File: src/rtl/hbe_pkg.sv
package hbe_pkg;
  localparam logic [31:0] HASH_MULT = 32'h9E3779B1;

  typedef struct packed {
    logic accept;   // tuple taken, new thread allocated
    logic capture;  // exchange response stored
    logic loadWr;   // node write output register loaded
  } hbeStrobe_t;

  function automatic logic [31:0] mixKey(input logic [31:0] key);
    return key * HASH_MULT;
  endfunction
endpackage

File: src/rtl/hbe_datapath.sv
module hbe_datapath
  import hbe_pkg::*;
#(
  parameter int TAGS   = 8,
  parameter int ADDR_W = 32,
  parameter int BKT_W  = 6,
  parameter int NODE_BYTES = 16,
  localparam int TAG_W = $clog2(TAGS),
  localparam int SHIFT = $clog2(NODE_BYTES)
) (
  input  logic              clk,
  input  logic              rst_n,
  input  hbeStrobe_t        strobe,
  input  logic [TAG_W-1:0]  allocTag,
  input  logic [TAG_W-1:0]  wrTag,
  input  logic [ADDR_W-1:0] nodeBase,
  input  logic [63:0]       tupleData,
  input  logic [TAG_W-1:0]  respTag,
  input  logic [ADDR_W-1:0] respOld,
  output logic [TAG_W-1:0]  xchgTag,
  output logic [BKT_W-1:0]  xchgBucket,
  output logic [ADDR_W-1:0] xchgData,
  output logic [ADDR_W-1:0] nodeWrAddr,
  output logic [31:0]       nodeWrKey,
  output logic [31:0]       nodeWrPayload,
  output logic [ADDR_W-1:0] nodeWrNext
);
  logic [31:0]       keyMem  [TAGS];
  logic [31:0]       payMem  [TAGS];
  logic [ADDR_W-1:0] addrMem [TAGS];
  logic [ADDR_W-1:0] nextMem [TAGS];
  logic [ADDR_W-1:0] bumpCount;
  logic [ADDR_W-1:0] newAddr;
  logic [31:0]       mixed;

  assign newAddr = nodeBase + (bumpCount << SHIFT);
  assign mixed   = mixKey(tupleData[31:0]);

  always_ff @(posedge clk) begin
    if (!rst_n) bumpCount <= '0;
    else if (strobe.accept) bumpCount <= bumpCount + 1'b1;
  end

  always_ff @(posedge clk) begin
    if (strobe.accept) begin
      keyMem[allocTag]  <= tupleData[31:0];
      payMem[allocTag]  <= tupleData[63:32];
      addrMem[allocTag] <= newAddr;
    end
    if (strobe.capture) nextMem[respTag] <= respOld;
  end

  always_ff @(posedge clk) begin
    if (!rst_n) begin
      xchgTag    <= '0;
      xchgBucket <= '0;
      xchgData   <= '0;
    end else if (strobe.accept) begin
      xchgTag    <= allocTag;
      xchgBucket <= mixed[31 -: BKT_W];
      xchgData   <= newAddr;
    end
  end

  always_ff @(posedge clk) begin
    if (!rst_n) begin
      nodeWrAddr    <= '0;
      nodeWrKey     <= '0;
      nodeWrPayload <= '0;
      nodeWrNext    <= '0;
    end else if (strobe.loadWr) begin
      nodeWrAddr    <= addrMem[wrTag];
      nodeWrKey     <= keyMem[wrTag];
      nodeWrPayload <= payMem[wrTag];
      nodeWrNext    <= nextMem[wrTag];
    end
  end
endmodule

File: src/rtl/hbe_ctrl.sv
module hbe_ctrl
  import hbe_pkg::*;
#(
  parameter int TAGS  = 8,
  parameter int ACK_W = 16,
  localparam int TAG_W = $clog2(TAGS)
) (
  input  logic             clk,
  input  logic             rst_n,
  input  logic             tupleValid,
  input  logic             tupleLast,
  output logic             tupleReady,
  output logic             xchgValid,
  input  logic             xchgReady,
  input  logic             respValid,
  input  logic [TAG_W-1:0] respTag,
  output logic             nodeWrValid,
  input  logic             nodeWrReady,
  input  logic             ackValid,
  output logic             done,
  output hbeStrobe_t       strobe,
  output logic [TAG_W-1:0] allocTag,
  output logic [TAG_W-1:0] wrTag,
  output logic [TAGS-1:0]  busyVec
);
  logic [TAGS-1:0]  answered;
  logic             anyFree, anyAnswered, lastSeen;
  logic [ACK_W-1:0] pendAck;

  always_comb begin
    anyFree  = 1'b0;
    allocTag = '0;
    for (int i = TAGS - 1; i >= 0; i--) begin
      if (!busyVec[i]) begin
        anyFree  = 1'b1;
        allocTag = TAG_W'(i);
      end
    end
  end

  always_comb begin
    anyAnswered = 1'b0;
    wrTag       = '0;
    for (int i = TAGS - 1; i >= 0; i--) begin
      if (answered[i]) begin
        anyAnswered = 1'b1;
        wrTag       = TAG_W'(i);
      end
    end
  end

  assign tupleReady     = anyFree && (!xchgValid || xchgReady) && !lastSeen;
  assign strobe.accept  = tupleValid && tupleReady;
  assign strobe.capture = respValid;
  assign strobe.loadWr  = anyAnswered && (!nodeWrValid || nodeWrReady);

  always_ff @(posedge clk) begin
    if (!rst_n) begin
      busyVec  <= '0;
      answered <= '0;
    end else begin
      if (strobe.accept)  busyVec[allocTag] <= 1'b1;
      if (strobe.capture) answered[respTag] <= 1'b1;
      if (strobe.loadWr) begin
        busyVec[wrTag]  <= 1'b0;
        answered[wrTag] <= 1'b0;
      end
    end
  end

  always_ff @(posedge clk) begin
    if (!rst_n) begin
      xchgValid   <= 1'b0;
      nodeWrValid <= 1'b0;
      lastSeen    <= 1'b0;
      pendAck     <= '0;
      done        <= 1'b0;
    end else begin
      if (strobe.accept)  xchgValid <= 1'b1;
      else if (xchgReady) xchgValid <= 1'b0;
      if (strobe.loadWr)    nodeWrValid <= 1'b1;
      else if (nodeWrReady) nodeWrValid <= 1'b0;
      if (strobe.accept && tupleLast) lastSeen <= 1'b1;
      pendAck <= pendAck + ACK_W'(nodeWrValid && nodeWrReady) - ACK_W'(ackValid);
      if (lastSeen && busyVec == '0 && !xchgValid && !nodeWrValid && pendAck == '0)
        done <= 1'b1;
    end
  end
endmodule

File: src/rtl/hash_build_engine.sv
module hash_build_engine
  import hbe_pkg::*;
#(
  parameter int TAGS   = 8,
  parameter int ADDR_W = 32,
  parameter int BKT_W  = 6,
  parameter int ACK_W  = 16,
  localparam int TAG_W = $clog2(TAGS)
) (
  input  logic              clk,
  input  logic              rst_n,
  input  logic [ADDR_W-1:0] nodeBase,
  input  logic              tupleValid,
  input  logic [63:0]       tupleData,
  input  logic              tupleLast,
  output logic              tupleReady,
  output logic              xchgValid,
  input  logic              xchgReady,
  output logic [TAG_W-1:0]  xchgTag,
  output logic [BKT_W-1:0]  xchgBucket,
  output logic [ADDR_W-1:0] xchgData,
  input  logic              respValid,
  input  logic [TAG_W-1:0]  respTag,
  input  logic [ADDR_W-1:0] respOld,
  output logic              nodeWrValid,
  input  logic              nodeWrReady,
  output logic [ADDR_W-1:0] nodeWrAddr,
  output logic [31:0]       nodeWrKey,
  output logic [31:0]       nodeWrPayload,
  output logic [ADDR_W-1:0] nodeWrNext,
  input  logic              ackValid,
  output logic              done
);
  hbeStrobe_t       strobe;
  logic [TAG_W-1:0] allocTag, wrTag;
  logic [TAGS-1:0]  busyVec;

  hbe_ctrl #(.TAGS(TAGS), .ACK_W(ACK_W)) ctrl (
    .clk(clk), .rst_n(rst_n), .tupleValid(tupleValid), .tupleLast(tupleLast),
    .tupleReady(tupleReady), .xchgValid(xchgValid), .xchgReady(xchgReady),
    .respValid(respValid), .respTag(respTag), .nodeWrValid(nodeWrValid),
    .nodeWrReady(nodeWrReady), .ackValid(ackValid), .done(done),
    .strobe(strobe), .allocTag(allocTag), .wrTag(wrTag), .busyVec(busyVec)
  );

  hbe_datapath #(.TAGS(TAGS), .ADDR_W(ADDR_W), .BKT_W(BKT_W)) dp (
    .clk(clk), .rst_n(rst_n), .strobe(strobe), .allocTag(allocTag), .wrTag(wrTag),
    .nodeBase(nodeBase), .tupleData(tupleData), .respTag(respTag), .respOld(respOld),
    .xchgTag(xchgTag), .xchgBucket(xchgBucket), .xchgData(xchgData),
    .nodeWrAddr(nodeWrAddr), .nodeWrKey(nodeWrKey), .nodeWrPayload(nodeWrPayload),
    .nodeWrNext(nodeWrNext)
  );
endmodule

File: config.mk
export PLATFORM = sky130hd
export DESIGN_NAME = hash_build_engine
export DESIGN_NICKNAME = d
export VERILOG_FILES = /design/src/rtl/hbe_pkg.sv /design/src/rtl/hbe_datapath.sv /design/src/rtl/hbe_ctrl.sv /design/src/rtl/hash_build_engine.sv
export SDC_FILE = /design/constraint.sdc
export NUM_CORES = 2
export LEC_CHECK = 0
export BUFFER_PORTS_ARGS = -buffer_cell sky130_fd_sc_hd__buf_4
export CAP_MARGIN = 20
export CORE_MARGIN = 5
export CORE_UTILIZATION = 40
export CTS_CLUSTER_SIZE = 8
export DETAILED_ROUTE_END_ITERATION = 8
export GPL_TIMING_DRIVEN = 1
export HOLD_SLACK_MARGIN = 0.03
export SETUP_SLACK_MARGIN = 0.15
export SYNTH_ARGS = -nofsm -noshare
export SYNTH_HDL_FRONTEND = slang
export SYNTH_SLANG_ARGS = --single-unit
File: constraint.sdc
create_clock -name clk -period 10.45 [get_ports clk]
set_clock_uncertainty 0.15 [all_clocks]
set_input_delay 0.5225 -clock clk [delete_from_list [all_inputs] [get_ports clk]]
set_output_delay 0.5225 -clock clk [all_outputs]
set_load 0.02 [all_outputs]
==> summary.txt <==
Outcome
  – Status: complete, no violations

Synthesis
  – Post-synthesis cell count: 4,065
  – Post-synth cell types: 72
  – Post-synth EDFFs: 1,024
  – Area share of fa/ha/maj cells after synthesis: 12.8%
  – YS warnings: 0
  – Synth area leaders: edfxtp_1, dfxtp_1, fa_1
  – Sequential area share after synthesis: 64.2%
  – Dominant synthesized flop cell: edfxtp_1
  – Mapped cell area: 55,100 um^2
  – Synthesized area per cell: 13.6 um^2
  – Synth area leader: edfxtp_1
  – Ys async rst share: 0%
  – Syn_nets: 4,644
  – Synth Area in XOR/XNOR: 1.60%
  – Mux share of post-synthesis cell area: 0.0182%
  – Seq cells post-synth: 1,257
  – Post-synth top area share: 55.8%
  – Synth Area in Compound Gates: 8.22%
  – Synth Area in Simple Gates: 9.03%
  – Largest family of logic cells by synthesized area: adder cells

Place
  – Place WS: 2.88 ns
  – Final RePlAce weighted congestion: 0.946
  – Placed cell areas: 59,500 um^2
  – Port-buffer cells: 311
  – Placed insts: 6,021
  – Post-DP HPWL: 89,100 um

STA
  – Final hold violation count: 0
  – Max Clk Rate: 136 MHz
  – Max-slew violation count: 0
  – Slew at the pin closest to its max-slew limit: 1.11 ns
  – RSZ-0062 raised after global routing: false
  – Final period util: 70.2%
  – Final worst slack: 3.11 ns
  – TNS Setup: 0 ns
  – Rel. slew slack: 25.7%
  – Setup violations, final: 0
  – Fin crit period: 7.34 ns

Layout
  – Final net count: 5,086
  – Register area: 35,400 um^2
  – Area of the multi-input gates: 17,600 um^2
  – Area Overhead vs Synth: 19.3%
  – Finished Cell Area: 65,700 um^2
  – Fillers: 12,000
  – Layout cells sized above 1: 13.3%
  – Final Non-Filler Cells: 6,449

Clock tree
  – Clk root buf: clkbuf_16
  – Clk pin slew, worst setup/hold paths: 0.05 ns
  – Cts bufs inserted: 175
  – Number of clock sinks: 1,257
  – Post-CTS resize count: 0
  – Clock latency on the worst-skew pair: 0.78 ns
  – CTS tree: built
  – Max H-tree Level: 4
  – CTS Buffer Depth: 3

Route
  – Initial DRT Pass Iterations: 9
  – Violation count after the first detailed-route iteration: 3,323
  – Vias/cell: 5.45
  – DRC violations left: 0
  – Wire per inst: 23.4 um
  – Routed WL: 151,000 um
  – Via count: 35,200
  – Routed Antenna Nets: 0

Die
  – Core area: 137,000 um^2
  – Die ar.: 145,000 um^2
  – Die X: 381 um
  – Num rows: 136
  – Initial Utilization: 40.2%
  – Die H: 381 um
  – Top Ports: 312

Critical path
  – R2r startpoint: ctrl.xchgValid
  – Critical Path RT: 10.97 ns
  – Startpoint types: input port
  – Slowest CP cell: fa_1
  – Reg-to-reg endpoint: dp.payMem[5][6]
  – Worst reg-to-reg setup slack: 6.31 ns
  – Worst EP arrival: 7.85 ns
  – Worst-path maximum fanout: 17
  – Setup CP Type: input port to register
  – CP endpoint kind: register
  – Slowest stage delay, CP: 0.56 ns
  – R2R depth: 7

Power
  – Max VDD drop: 691 uV
  – Power density over the cells: 274 nW/um^2
  – LEAKAGE: 0.0248 uW

Min path
  – Hold path cells: 3
  – Hold_sp: rst_n
  – Hold Path Sink: dp.xchgData[27]
  – Hold Path Class: input port to register

Global route
  – Global-route wire length before repair: 227,000 um
  – GRT Resource Usage Total: 20.4%
  – Pin count of the biggest net entering global routing: 159
  – Vias in the first global route: 35,700
  – GR Overflow Total: 0
  – Initial antenna violation count: 3

Run
  – Max_cap viols: 0
==> layout by cell type, fill, tap and decap left out, types with 13 or more instances in the layout <==
cell           count
o21ai_0           22
xor2_1            30
nor2_4            15
buf_4            368
inv_1            380
nand3_1          408
clkbuf_16        176
ha_1             235
a222oi_1         256
dlygate4sd3_1    102
nand2_1          492
xnor2_1           71
fa_1             205
clkbuf_1         128
a21o_1            17
a21oi_1          200
edfxtp_1        1024
nand4_1           13
nor3_1            13
dfxtp_1          233
nor2_1            85
==> layer usage <==
| layer | up-vias | wire length [um] | track usage (%) |
|---|---|---|---|
| li1 | 15900 | - | - |
| met1 | 17700 | 63100 | 27.2 |
| met2 | 1270 | 72500 | 33.5 |
| met3 | 214 | 12200 | 4.84 |
| met4 | 4 | 3260 | 5.89 |
| met5 | - | 31 | 0 |
==> layout make-up <==
class | count | area share (%)
multi-input combinational | 2220 | 26.8
sequential | 1257 | 53.9
clock buffer | 306 | 7.47
timing repair buffer | 472 | 5.83
tap | 1794 | 3.41
clock inverter | 15 | 0.405
antenna | 4 | 0.0152
inverter | 381 | 2.19
==> power by group <==
group	internal, uW	switching [uW]	total [uW]
clock network	3180	2110	5280
registers	5640	116	5760
logic	3010	3970	6990
total	11800	6200	18000
==> cells by family after synthesis <==
kind of cell / after synthesis
AOI/OAI and AO/OA: 576
xor gates and xnor gates: 101
adders and majority gates: 440
buffers and inverters: 588
DFF: 1257
muxes: 1
and+or+nand+nor: 1102
==> stage by stage <==
stage	util (%)	total power (uW)	hold WS [ns]
2_1_floorplan	-	11000	0.287
3_3_place_gp	43.4	12700	0.294
3_5_place_dp	43.4	12800	0.297
4_1_cts	47.9	18200	0.0485
5_1_grt	47.9	19400	0.0834
6_report	47.9	18000	0.129
==> how the worst max path moves through the flow <==
stage	startpoint	endpoint	slack [ns]	cells past startpoint
global placement	tupleData[4]	dp.xchgBucket[5]	2.94	26
finish	tupleData[4]	dp.xchgBucket[5]	3.11	27
CTS	tupleData[4]	dp.xchgBucket[5]	3.19	27
detailed placement	tupleData[4]	dp.xchgBucket[5]	2.88	26
global route	tupleData[4]	dp.xchgBucket[5]	2.83	27
floorplan	xchgReady	dp.addrMem[2][0]	2.09	4
==> state kept, by name, summed over array words and instances (netlist names), 3 cells and up <==
signal            flops
dp.addrMem          256
dp.keyMem           256
dp.nextMem          256
dp.payMem           256
dp.nodeWrAddr        32
dp.nodeWrKey         32
dp.nodeWrNext        32
dp.nodeWrPayload     32
dp.xchgData          32
dp.bumpCount         28
ctrl.pendAck         16
ctrl.answered         8
ctrl.busyVec          8
dp.xchgBucket         6
dp.xchgTag            3
==> Yosys cell counts, drive strengths merged, types with 3 or more instances <==
cell,count
edfxtp,1024
nor2,101
clkbuf,147
o21ba,5
inv,381
and3,11
xnor2,71
o2bb2ai,5
and4,6
buf,60
or2,3
o21bai,6
a21o,17
nand4,15
nor4,11
dfxtp,233
nor3,18
nor2b,6
o221a,6
o21ai,27
fa,205
xor2,30
nand3,408
nand2b,10
a222oi,256
a31oi,8
and2,5
a21oi,202
nand2,493
a211oi,7
a221oi,3
or3,7
o21a,8
ha,235
a211o,3
==> timing repair <==
item                      4_1_cts  5_1_grt
hold buffers                  102        0
hold endpoints to repair      806        0
setup buffers                   0        0
==> critical path, delay by kind of cell <==
kind / cells / cell delay (ns)
and+or+nand+nor: 1 / 0.18
AOI/OAI and AO/OA: 6 / 1.45
buffers and inverters: 10 / 1.29
adders and majority gates: 9 / 4.21
xor gates and xnor gates: 1 / 0.17
(Power assumes the default switching activity.)
